`src/rtl/dma_screen_pkg.sv`:
```
package dma_screen_pkg;

    typedef enum logic [1:0] {
        ST_IDLE = 2'd0,
        ST_FWD  = 2'd1,
        ST_REJ  = 2'd2
    } scr_state_e;

    localparam int MODE_BIT_SRC = 0;
    localparam int MODE_BIT_DST = 1;

    localparam int NUM_ERR  = 3;
    localparam int ERR_BUS  = 0;
    localparam int ERR_CFG  = 1;
    localparam int ERR_REQ  = 2;

endpackage

```
`src/rtl/dma_align_rule.sv`:
```
module dma_align_rule
    import dma_screen_pkg::*;
#(
    parameter int OPT_W     = 16,
    parameter int ADDR_W    = 32,
    parameter int IDX_W     = 16,
    parameter int ALIGN_LG2 = 5
) (
    input  logic [OPT_W-1:0]  opt,
    input  logic [ADDR_W-1:0] src_addr,
    input  logic [ADDR_W-1:0] dst_addr,
    input  logic [IDX_W-1:0]  src_idx,
    input  logic [IDX_W-1:0]  dst_idx,
    output logic              violate
);

    localparam int NSIDE = 2;

    logic [NSIDE-1:0] side_bad;

    for (genvar s = 0; s < NSIDE; s++) begin : g_side
        logic                 is_const;
        logic [ALIGN_LG2-1:0] a_low;
        logic [ALIGN_LG2-1:0] i_low;

        assign is_const = (s == 0) ? opt[MODE_BIT_SRC] : opt[MODE_BIT_DST];
        assign a_low    = (s == 0) ? src_addr[ALIGN_LG2-1:0] : dst_addr[ALIGN_LG2-1:0];
        assign i_low    = (s == 0) ? src_idx[ALIGN_LG2-1:0]  : dst_idx[ALIGN_LG2-1:0];
        assign side_bad[s] = is_const && ((a_low != '0) || (i_low != '0));
    end

    assign violate = |side_bad;

endmodule

```
`src/rtl/dma_err_status.sv`:
```
module dma_err_status #(
    parameter int NERR = 3
) (
    input  logic            clk,
    input  logic            rst_n,
    input  logic [NERR-1:0] evt,
    input  logic [NERR-1:0] clr,
    input  logic [NERR-1:0] en,
    output logic [NERR-1:0] stat,
    output logic            irq
);

    logic [NERR-1:0] stat_q;
    logic [NERR-1:0] stat_d;
    logic [NERR-1:0] fresh;
    logic            irq_q;

    always_comb begin
        stat_d = (stat_q & ~clr) | evt;
        fresh  = evt & ~stat_q & en;
    end

    always_ff @(posedge clk or negedge rst_n) begin
        if (!rst_n) begin
            stat_q <= '0;
            irq_q  <= 1'b0;
        end else begin
            stat_q <= stat_d;
            irq_q  <= |fresh;
        end
    end

    assign stat = stat_q;
    assign irq  = irq_q;

endmodule

```
`src/rtl/dma_req_screen.sv`:
```
module dma_req_screen
    import dma_screen_pkg::*;
#(
    parameter int OPT_W     = 16,
    parameter int ADDR_W    = 32,
    parameter int IDX_W     = 16,
    parameter int ALIGN_LG2 = 5
) (
    input  logic              clk,
    input  logic              rst_n,
    input  logic              req_valid,
    output logic              req_ready,
    input  logic [OPT_W-1:0]  req_opt,
    input  logic [ADDR_W-1:0] req_src_addr,
    input  logic [ADDR_W-1:0] req_dst_addr,
    input  logic [IDX_W-1:0]  req_src_idx,
    input  logic [IDX_W-1:0]  req_dst_idx,
    output logic              fwd_valid,
    input  logic              fwd_ready,
    output logic [OPT_W-1:0]  fwd_opt,
    output logic [ADDR_W-1:0] fwd_src_addr,
    output logic [ADDR_W-1:0] fwd_dst_addr,
    output logic [IDX_W-1:0]  fwd_src_idx,
    output logic [IDX_W-1:0]  fwd_dst_idx,
    output logic              rej_valid,
    input  logic              bus_err,
    input  logic              cfg_err,
    input  logic [2:0]        err_en,
    input  logic [2:0]        err_clr,
    output logic [2:0]        err_stat,
    output logic              err_irq
);

    scr_state_e state_q, state_d;
    logic       accept;
    logic       violate;
    logic [NUM_ERR-1:0] err_evt;

    logic [OPT_W-1:0]  opt_q;
    logic [ADDR_W-1:0] sa_q, da_q;
    logic [IDX_W-1:0]  si_q, di_q;

    dma_align_rule #(
        .OPT_W(OPT_W), .ADDR_W(ADDR_W), .IDX_W(IDX_W), .ALIGN_LG2(ALIGN_LG2)
    ) u_rule (
        .opt(req_opt), .src_addr(req_src_addr), .dst_addr(req_dst_addr),
        .src_idx(req_src_idx), .dst_idx(req_dst_idx), .violate(violate)
    );

    assign accept = req_valid && (state_q == ST_IDLE);

    always_comb begin
        state_d = state_q;
        unique case (state_q)
            ST_IDLE: if (req_valid) state_d = violate ? ST_REJ : ST_FWD;
            ST_FWD:  if (fwd_ready) state_d = ST_IDLE;
            ST_REJ:  state_d = ST_IDLE;
            default: state_d = ST_IDLE;
        endcase
    end

    always_ff @(posedge clk or negedge rst_n) begin
        if (!rst_n) state_q <= ST_IDLE;
        else        state_q <= state_d;
    end

    always_ff @(posedge clk or negedge rst_n) begin
        if (!rst_n) begin
            opt_q <= '0; sa_q <= '0; da_q <= '0; si_q <= '0; di_q <= '0;
        end else if (accept) begin
            opt_q <= req_opt;
            sa_q  <= req_src_addr;
            da_q  <= req_dst_addr;
            si_q  <= req_src_idx;
            di_q  <= req_dst_idx;
        end
    end

    always_comb begin
        req_ready = 1'b0;
        fwd_valid = 1'b0;
        rej_valid = 1'b0;
        unique case (state_q)
            ST_IDLE: req_ready = 1'b1;
            ST_FWD:  fwd_valid = 1'b1;
            ST_REJ:  rej_valid = 1'b1;
            default: req_ready = 1'b0;
        endcase
    end

    assign fwd_opt      = opt_q;
    assign fwd_src_addr = sa_q;
    assign fwd_dst_addr = da_q;
    assign fwd_src_idx  = si_q;
    assign fwd_dst_idx  = di_q;

    always_comb begin
        err_evt          = '0;
        err_evt[ERR_BUS] = bus_err;
        err_evt[ERR_CFG] = cfg_err;
        err_evt[ERR_REQ] = accept && violate;
    end

    dma_err_status #(.NERR(NUM_ERR)) u_err (
        .clk(clk), .rst_n(rst_n), .evt(err_evt), .clr(err_clr), .en(err_en),
        .stat(err_stat), .irq(err_irq)
    );

endmodule

```
`config.mk`:
```
export PLATFORM = sky130hd
export DESIGN_NAME = dma_req_screen
export DESIGN_NICKNAME = d
export VERILOG_FILES = /design/src/rtl/dma_screen_pkg.sv /design/src/rtl/dma_align_rule.sv /design/src/rtl/dma_err_status.sv /design/src/rtl/dma_req_screen.sv
export SDC_FILE = /design/constraint.sdc
export NUM_CORES = 1
export LEC_CHECK = 0
export BUFFER_PORTS_ARGS = -buffer_cell sky130_fd_sc_hd__buf_2
export CORE_MARGIN = 3
export CORE_UTILIZATION = 48
export DETAILED_ROUTE_END_ITERATION = 7
export PLACE_DENSITY_LB_ADDON = 0.3
export SYNTH_ARGS = -nofsm -noshare
export SYNTH_HDL_FRONTEND = slang
export SYNTH_HIERARCHICAL = 1
export SYNTH_SLANG_ARGS = --single-unit
```
`constraint.sdc`:
```
create_clock -name clk -period 2.9 [get_ports clk]
set_input_delay 0.58 -clock clk [delete_from_list [all_inputs] [get_ports clk]]
set_output_delay 0.58 -clock clk [all_outputs]
set_load 0.05 [all_outputs]
```
==> impl_results.md, run 1 <==
* Outcome: finished, final reports clean
* Post-cts resize count at 0
* Crit path buf inv count at 1
* Final Hold Fails at 0
* CP Launch Type: register
* Final net count at 647
* I/O Buffers at around 240
* Setup TNS at 0 ns
* Min Tclk post-route at just under 2 ns
* Die ar. at approximately 0.011 mm²
* Biggest area consumer among synthesized cells: dfrtp_1
* Largest delay share family, worst path: flip-flops
* Post-Synthesis Cell Area at 0.00449 mm²
* Fill cells at between 600 and 700
* DRT Pass-1 Iters at 4
* Hold-fix buffers, CTS at 0
* Worst path required time at ~2.3 ns
* CTS H-tree depth at 4
* RSZ-0062 raised after global routing: no
* Via count at roughly 3200
* WHS at approximately 0.11 ns
* Via-to-Cell Ratio at around 5.0
* Cell Rows at 34
* Delay of the slowest critical-path stage at about 0.45 ns
* Worst skew pair latency at between 0.4 and 0.5 ns
* Layout Area Growth over Synthesis at 42.5%
* Worst-Margin Slew at around 0.66 ns
* Per-cell routed wire length at between 15 and 20 µm
* Routability cong. at about 0.75
* Final Cycle Share at 66.8%
* Reg clk slew, reported paths at ~0.060 ns
* Share of cells above drive strength 1 at between 60 and 70%
* Die extent in y at around 100 µm
* Cell area after layout at between 0.006 and 0.007 mm²
* Detail Route Antenna Nets at 0
* Num CTS Buffers at 17
* LEAKAGE at roughly 3.2 nW
* Endpoints failing setup at 0
* CORE AREA at 0.00889 mm²
* Seq/Total Area, Yosys at roughly 66%
* Largest cells by area after synthesis: dfrtp_1, mux2_1, mux2_2
* Ports at 243
* Post-CTS setup buffers at 0
* Fmax at about 0.52 GHz
* Slowest-stage cell, CP: dfrtp_1
* Starting Density at around 51%
* DRC viols at 0
* Yosys cell types at 22
* Slew HR at about 56%
* Sink Count at 118
* Mapped Cells at 270
* Clk_skew at between 0.006 and 0.007 ns
* Clock buffer depth at 2
* Syn avg cell area at between 15 and 20 µm²
* Vias in the first global route at roughly 3300
* Hold Path Class: in -> async
* Post-DP HPWL at 7890 µm
* Net Count, Synth at just under 400
* Largest net degree at the start of global routing at 62
* All-Layer GR Usage at slightly below 20%
* Peak supply drop at approximately 0.00054 V
* Worst path cell trace: nor2b_1, buf_2
* Number of max-cap violations at 0
* Antenna violations before repair at 0
* Final wirelength at between 10000 and 15000 µm
* CP max FO at 6
* CTS tree: done
* First-pass GRT wire length at 15800 µm
* Design Power at roughly 6.2 mW
* Critical Path AT at ~1.4 ns
* Die width at about 100 µm
* Initial drt markers at just under 80
* Placed Area at between 0.005 and 0.006 mm²
* Pwr dens at approximately 970 mW/mm²
* Crit Path Class: reg -> out
* Top cell type's share of synthesized area at 65.7%
* Yosys reg bits at 118
* Antenna diode count at 0
* Synth warn at 6
* GRT overflow at 0
* CP Capture Type: output port
* Max Slew Vio Count at 0
* CTS root buffer: clkbuf_8
-- Yosys cell counts, drive strengths merged --
cell type / count
inv: 3
nor2: 3
a21oi: 1
dfrtp: 118
nor4: 4
or3b: 1
o221ai: 1
a22o: 1
and2: 2
buf: 12
nor2b: 2
nand3: 2
mux2: 112
nor3b: 1
nand2: 2
a21o: 3
nand3b: 1
nand2b: 1
-- metal layers --
layer  wire length (µm)  GRT usage [%]  vias up
li1                   -              -     1477
met2               5180           34.2      161
met5                  0              0        -
met4                140           7.77        0
met3               1110           7.78       12
met1               4010           21.6     1548
-- flip-flops by register name, indices dropped and copies added, names as in the netlist --
register and count:
fwd_dst_addr 32, fwd_src_addr 32, fwd_dst_idx 16, fwd_opt 16, fwd_src_idx 16, u_err/stat 3
state_q 2, u_err/irq 1
-- worst register-to-register path: cells and delay by family (launching register included) --
family                 cells  cell delay (ns)
DFF                        1             0.45
muxes                      1             0.42
and+or+nand+nor            1             0.33
buffers and inverters      1             0.33
-- per-stage QoR --
stage | std cells | setup WS (ns) | util [%]
floorplan | 270 | 1.10 | -
global placement | 612 | 0.672 | 65.4
detailed placement | 612 | 0.603 | 65.4
CTS | 643 | 0.922 | 72.0
global route | 643 | 0.874 | 72.0
finish | 643 | 0.961 | 72.0
-- final timing paths --
check                                             start                      endpoint  slack [ns]  depth (start not counted)
min                                               rst_n  fwd_dst_addr[31]$_DFFE_PN0P_        0.11                          1
max reg2reg                      state_q[0]$_DFFE_PN0P_    fwd_src_idx[9]$_DFFE_PN0P_        1.25                          3
min reg2reg                fwd_src_addr[26]$_DFFE_PN0P_  fwd_src_addr[26]$_DFFE_PN0P_        0.48                          1
max                              state_q[0]$_DFFE_PN0P_                     fwd_valid        0.96                          2
min in group clk                                cfg_err       u_err/stat[1]$_DFF_PN0_        0.28                          2
max in group asynchronous                         rst_n  fwd_dst_addr[28]$_DFFE_PN0P_        2.04                          2
-- power breakdown --
group / total, mW / internal, mW / switching (mW)
clock network: 2.05 / 1.37 / 0.684
logic: 2.04 / 0.531 / 1.51
registers: 2.12 / 1.97 / 0.148
total: 6.21 / 3.86 / 2.35
-- cell usage in the layout (no fill, tap or decap), types with 3 or more instances in the layout --
cell type	n
dfrtp_1	118
clkbuf_16	16
buf_2	241
buf_12	3
clkbuf_8	4
bufinv_16	3
clkinv_2	4
inv_1	3
mux2_2	54
mux2_1	58
nor4_1	4
nor2_1	3
-- cells by family (layout without fill, tap and decap cells) --
| family | Yosys count | in the layout | share of synthesized area (%) |
|---|---|---|---|
| DFF | 118 | 118 | 65.7 |
| muxes | 112 | 112 | 28.1 |
| and+or+nand+nor | 19 | 19 | 2.53 |
| buffers and inverters | 15 | 280 | 2.48 |
| AOI/OAI and AO/OA | 6 | 6 | 1.17 |
-- area by class of cell --
class	instances	area (µm²)	share of cell area [%]
clock inverter	9	125	1.95
timing repair buffer	246	1280	20.0
tap	108	135	2.11
sequential	118	2950	46.1
multi-input combinational	137	1430	22.4
clock buffer	22	463	7.23
inverter	3	11.3	0.176
Note: power is estimated with default switching activity, not from simulation.
==> run 2, diff against run 1 <==
Settings changed: CORE_UTILIZATION 48 to 45.
Clock period 2.9 ns to 1.9 ns, I/O delays scaled along.
==> run 2 against run 1 <==
Effect of this change: flip-flop and latch count unchanged; first-iteration DRC count up 35%; combinational power rose by 53%; non-clock buffer count increased by 3; via count decreased by 0.56%; die area up 6.3%.
==> impl_results.md, run 2 (synthesis gave the netlist of run 1 again) <==
* Clock share of power at 31.2% (-1.8 points)
* Share of cells above drive strength 1 at 62.5% (+0.26 points)
* Combinational share of power at 33.8% (+0.9 points)
* CP Capture Type: output port
* RSZ-0062 raised after global routing: no
* Die width at 106 µm (+3.1%)
* R2r startpoint: state_q[0]$_DFFE_PN0P_
* Worst path cell trace: nor2b_1, buf_2
* Post-CTS setup buffers at 0 (unchanged)
* Via count at 3180 (-0.56%)
* Die ar. at 0.0112 mm² (+6.3%)
* Largest net degree at the start of global routing at 119 (+92%)
* Antenna violations before repair at 0 (unchanged)
* Reg-to-Reg End: fwd_src_idx[14]$_DFFE_PN0P_
* Critical Path AT at 1.37 ns (about the same)
* CORE AREA at 0.00946 mm² (+6.4%)
* Crit Path Class: reg -> out
* CTS tree: done
* CP startpoint: state_q[0]$_DFFE_PN0P_
* Sequential group share of total power at 35.0% (+0.9 points)
* CP max FO at 6 (unchanged)
* CP Launch Type: register
* R2R setup slack at 0.21 ns (-1.04 ns)
* Crit path depth at 2 (unchanged)
* Commonest non-fill, non-tap cell in the layout: buf_2
* Slowest-stage cell, CP: dfrtp_1
* All-Layer GR Usage at 19.1% (-0.56 points)
* Outcome: finished, final reports clean
* Area of the multi-input gates at 0.00143 mm² (unchanged)
* Delay of the slowest critical-path stage at 0.45 ns (about the same)
* Hold Path Class: in -> reg
* Worst path required time at 1.52 ns (-0.80 ns)
* GRT overflow at 0 (unchanged)
* WHS at 0.0869 ns (-0.0267 ns)
* Fmax at around 0.57 GHz
* Clock buffer depth at 2 (unchanged)
* Cell area after layout at 0.00641 mm² (+0.14%)
* Most frequent cells in the layout: buf_2, dfrtp_1, mux2_1
* DRC viols at 0 (unchanged)
* Worst-Margin Slew at 0.629 ns (-0.0278 ns)
* LEAKAGE at 3.16 nW (-0.25%)
* CP Capture Point: fwd_valid
* Ports at 243 (unchanged)
* Clk_skew at 0.0159 ns (+0.00895 ns)
* Initial drt markers at 105 (+35%)
* Per-cell routed wire length at 16.0 µm (-1.3%)
* Max Slew Vio Count at 0 (unchanged)
* DRT Pass-1 Iters at 4 (unchanged)
* Min Tclk post-route at between 1.5 and 2 ns
* Die extent in y at 106 µm (+3.1%)
* FF/Latch Area at 0.00295 mm² (unchanged)
* Largest delay share family, worst path: flip-flops
* Placed Area at 0.00586 mm² (+0.71%)
* Final Cycle Share at between 90 and 100%
* Peak supply drop at 0.000643 V (+20%)
* Dpl ws at -0.208 ns (-0.812 ns)
* Sink Count at 118 (unchanged)
* Num CTS Buffers at 17 (unchanged)
* Worst skew pair latency at 0.49 ns (about the same)
* CTS root buffer: clkbuf_8
* Endpoints failing setup at 0 (unchanged)
* Setup TNS at 0 ns (unchanged)
* Number of max-cap violations at 0 (unchanged)
* Starting Density at 47.5% (-3.0 points)
* Reg clk slew, reported paths at 0.06 ns (about the same)
* Antenna diode count at 0 (unchanged)
* Detail Route Antenna Nets at 0 (unchanged)
* Internal at 5.66 mW (+46%)
* Layout Area Growth over Synthesis at 42.7%
* Final wirelength at 10700 µm (+2.0%)
* First-pass GRT wire length at 16700 µm (+5.3%)
* Crit path buf inv count at 1 (unchanged)
* Vias in the first global route at 3405 (+2.8%)
* Fill cells at 700 (+13%)
* Pwr dens at 1440 mW/mm² (+49%)
* FF-to-FF path depth at 3 (unchanged)
* Final net count at 650 (+0.46%)
* Final Hold Fails at 0 (unchanged)
* Routability cong. at 0.781 (+4.5%)
* Slew HR at 58.1% (+1.9 points)
* P_sw at 3.59 mW (+53%)
* Post-DP HPWL at 7940 µm (+0.68%)
* Via-to-Cell Ratio at 4.78 (-3.9%)
* Cell Rows at 35 (+2.9%)
* I/O Buffers at 242 (unchanged)
* Switch share at 38.8% (+1.1 points)
* CTS H-tree depth at 4 (unchanged)
* Final Worst Setup Slack at 0.151 ns (-0.810 ns)
[run 2: stage by stage]
stage | power [mW] | utilization, % | cells
finish | 9.25 | 67.8 | 665
global route | 9.65 | 67.8 | 665
CTS | 9.37 | 67.8 | 665
detailed placement | 6.43 | 61.9 | 635
global placement | 6.37 | 61.9 | 635
floorplan | 5.57 | - | 270
[run 2: how the worst min path moves through the flow]
stage | start | endpoint | slack, ns | cells past startpoint
5_1_grt | bus_err | u_err/stat[0]$_DFF_PN0_ | 0.07 | 2
6_report | bus_err | u_err/stat[0]$_DFF_PN0_ | 0.09 | 2
4_1_cts | bus_err | u_err/stat[0]$_DFF_PN0_ | 0.06 | 2
3_5_place_dp | fwd_dst_addr[22]$_DFFE_PN0P_ | fwd_dst_addr[22]$_DFFE_PN0P_ | 0.47 | 1
3_3_place_gp | fwd_src_addr[16]$_DFFE_PN0P_ | fwd_src_addr[16]$_DFFE_PN0P_ | 0.46 | 1
2_1_floorplan | rst_n | fwd_dst_addr[0]$_DFFE_PN0P_ | 0.08 | 0
[run 2: timing repair]
item | in CTS | in global routing
resized for setup | 0 | 0
hold endpoints to repair | 16 | 0
hold buffers | 1 | 0
[run 2: power groups by stage]
stage                     clock network [mW]  logic (mW)  registers [mW]
after floorplan                            0       0.574            5.00
after global placement                     0        3.12            3.25
after detailed placement                   0        3.16            3.27
after CTS                               2.96        3.16            3.24
after global routing                    3.09        3.26            3.30
final                                   2.89        3.13            3.24
[run 2: final cells by class]
cell class	count	area share (%)
flip-flops and latches	118	46.1
clock buffers	21	7.32
multi-input cells	137	22.4
repair buffers	249	20.4
clock inverters	8	1.19
well taps	129	2.52
inverters	3	0.176
[run 2: per-layer routing]
metal / up-vias / global-route usage [%] / routed length, µm
met2: 167 / 33.0 / 5280
li1: 1473 / - / -
met1: 1528 / 21.0 / 4090
met3: 12 / 7.95 / 1150
met5: - / 0 / 0
met4: 0 / 7.22 / 130
==> run 3, diff against run 2 <==
Settings changed: BUFFER_PORTS_ARGS -buffer_cell sky130_fd_sc_hd__buf_2 to -buffer_cell sky130_fd_sc_hd__clkbuf_2.
==> run 3 against run 2 <==
Effect of this change: clock skew is 0.0084 ns lower; via count is 1.1% higher; critical path depth stayed put; first-iteration DRC count is 1.9% higher; sequential share of layout area is 0.31 points lower; routed wire length is 0.38% lower; count of clock-buffer cells in the layout is 1 lower; core utilization is 0.46 points higher; global-route usage is 0.10 points higher; register-to-register slack hardly changed; die area stayed put; critical endpoint is now rej_valid.
==> impl_results.md, run 3 (synthesis gave the netlist of run 1 again) <==
* Clock buffer depth at 2 (unchanged)
* Pwr dens at 1470 mW/mm² (+1.9%)
* Layout Area Growth over Synthesis at 43.7%
* Outcome: finished, final reports clean
* Internal at 5.83 mW (+2.9%)
* Hold Path Class: in -> reg
* Endpoints failing setup at 0 (unchanged)
* CP max FO at 5 (-1)
* Hold-fix buffers, CTS at 1 (unchanged)
* Critical Path AT at 1.39 ns (+0.02 ns)
* Combinational share of power at 32.8% (-1.0 points)
* Placed Cells incl. Taps at 635 (unchanged)
* Sink Count at 118 (unchanged)
* First-pass GRT wire length at 16800 µm (+1.0%)
* Die extent in y at 106 µm (unchanged)
* Final Cycle Share at 93.4% (+1.3 points)
* CTS tree: done
* Post-CTS setup buffers at 0 (unchanged)
* Antenna diode count at 0 (unchanged)
* Slew HR at 68.7% (+11 points)
* Most frequent cells in the layout: clkbuf_2, dfrtp_1, mux2_1
* Peak supply drop at 0.000846 V (+32%)
* P_sw at 3.66 mW (+1.9%)
* CP Capture Type: output port
* Vias in the first global route at 3432 (+0.79%)
* Reg clk slew, reported paths at 0.06 ns (about the same)
* CTS root buffer: clkbuf_8
* Largest net degree at the start of global routing at 78 (-34%)
* CP Launch Type: register
* Share of cells above drive strength 1 at 62.3% (-0.16 points)
* Die ar. at 0.0112 mm² (unchanged)
* Die width at 106 µm (unchanged)
* Cell Rows at 35 (unchanged)
* Initial drt markers at 107 (+1.9%)
* Max Slew Vio Count at 0 (unchanged)
* Number of max-cap violations at 0 (unchanged)
* Sequential group share of total power at 34.3% (-0.7 points)
* Post-DP HPWL at 8120 µm (+2.3%)
* Via count at 3214 (+1.1%)
* CTS H-tree depth at 4 (unchanged)
* Commonest non-fill, non-tap cell in the layout: clkbuf_2
* Num CTS Buffers at 17 (unchanged)
* Antenna violations before repair at 0 (unchanged)
* All-Layer GR Usage at 19.2% (+0.10 points)
* Final wirelength at 10600 µm (-0.38%)
* GRT overflow at 0 (unchanged)
* Crit Path Class: reg -> out
* Worst path required time at 1.52 ns (about the same)
* Final net count at 650 (unchanged)
* Fmax at 0.564 GHz (-1.4%)
* RSZ-0062 raised after global routing: no
* Routability cong. at 0.786 (+0.68%)
* Starting Density at 47.5% (unchanged)
* Via-to-Cell Ratio at 4.81 (+0.62%)
* Clock share of power at 32.9% (+1.7 points)
* Detail Route Antenna Nets at 0 (unchanged)
* Worst-Margin Slew at 0.470 ns (-0.159 ns)
* Ports at 243 (unchanged)
* Switch share at 38.6% (-0.23 points)
* Final Hold Fails at 0 (unchanged)
* Per-cell routed wire length at 15.9 µm (-0.83%)
* Clk_skew at 0.00756 ns (-0.00838 ns)
* Worst skew pair latency at 0.49 ns (about the same)
* CORE AREA at 0.00946 mm² (unchanged)
* Non-Filler Instances at 668 (+0.45%)
* LEAKAGE at 3.23 nW (+2.2%)
* Min Tclk post-route at 1.77 ns (+0.0255 ns)
* I/O Buffers at 242 (unchanged)
* DRC viols at 0 (unchanged)
* Post-cts resize count at 0 (unchanged)
* WHS at 0.0859 ns (-0.00104 ns)
* DRT Pass-1 Iters at 3 (-1)
==> run 3: changes by cell type in the layout (fill, tap and decap cells not counted) <==
cell | before | now
clkbuf_2 | 0 | 241
clkinv_4 | 1 | 3
bufinv_16 | 1 | 3
buf_2 | 241 | 0
clkbuf_1 | 0 | 2
clkbuf_8 | 5 | 2
==> run 3: metrics by stage <==
stage | power [mW] | TNS (ns) | cell area, µm² | utilization [%] | worst slack, ns
6_report | 9.49 | 0 | 6450 | 68.2 | 0.125
5_1_grt | 9.89 | 0 | 6450 | 68.2 | 0.0319
4_1_cts | 9.59 | 0 | 6450 | 68.2 | 0.0717
3_5_place_dp | 6.43 | -0.227 | 5860 | 61.9 | -0.219
3_3_place_gp | 6.37 | -0.194 | 5860 | 61.9 | -0.194
2_1_floorplan | 5.57 | 0 | 4490 | - | 0.304
==> run 3: final timing paths <==
kind | startpoint | end | slack [ns] | depth (start not counted)
min reg2reg | fwd_src_addr[22]$_DFFE_PN0P_ | fwd_src_addr[22]$_DFFE_PN0P_ | 0.48 | 1
max reg2reg | state_q[0]$_DFFE_PN0P_ | fwd_opt[8]$_DFFE_PN0P_ | 0.21 | 3
min | cfg_err | u_err/stat[1]$_DFF_PN0_ | 0.09 | 2
max | state_q[1]$_DFFE_PN0P_ | rej_valid | 0.13 | 2
max in group asynchronous | rst_n | fwd_opt[12]$_DFFE_PN0P_ | 0.91 | 3
min in group asynchronous | rst_n | fwd_src_idx[11]$_DFFE_PN0P_ | 0.38 | 2
==> run 3: worst max-delay path, cell delays in order (launching register included) <==
cell	delay, ns
dfrtp_1	0.45
nor2b_1	0.17
clkbuf_2	0.29
==> run 3: layout make-up <==
cell class	count	area (µm²)
Tap cell	129	161
Fill cell	722	3000
Timing Repair Buffer	249	1310
Clock buffer	20	435
Sequential cell	118	2950
Clock inverter	12	154
Multi-Input combinational cell	137	1430
Inverter	3	11.3
==> run 3: layer usage <==
metal  vias to the layer above  track usage [%]  part of all wire [%]
met5                         -                0                     0
met4                         0             7.49                   1.6
met3                        15             7.35                    10
met2                       167             32.3                    50
met1                      1554             22.3                    39
li1                       1478                -                     -
==> run 3: power groups by stage <==
stage / logic, mW / clock network, mW / registers (mW)
after floorplan: 0.574 / 0 / 5.00
after global placement: 3.10 / 0 / 3.27
after detailed placement: 3.14 / 0 / 3.29
after CTS: 3.14 / 3.19 / 3.26
after global routing: 3.24 / 3.33 / 3.32
final: 3.11 / 3.13 / 3.26
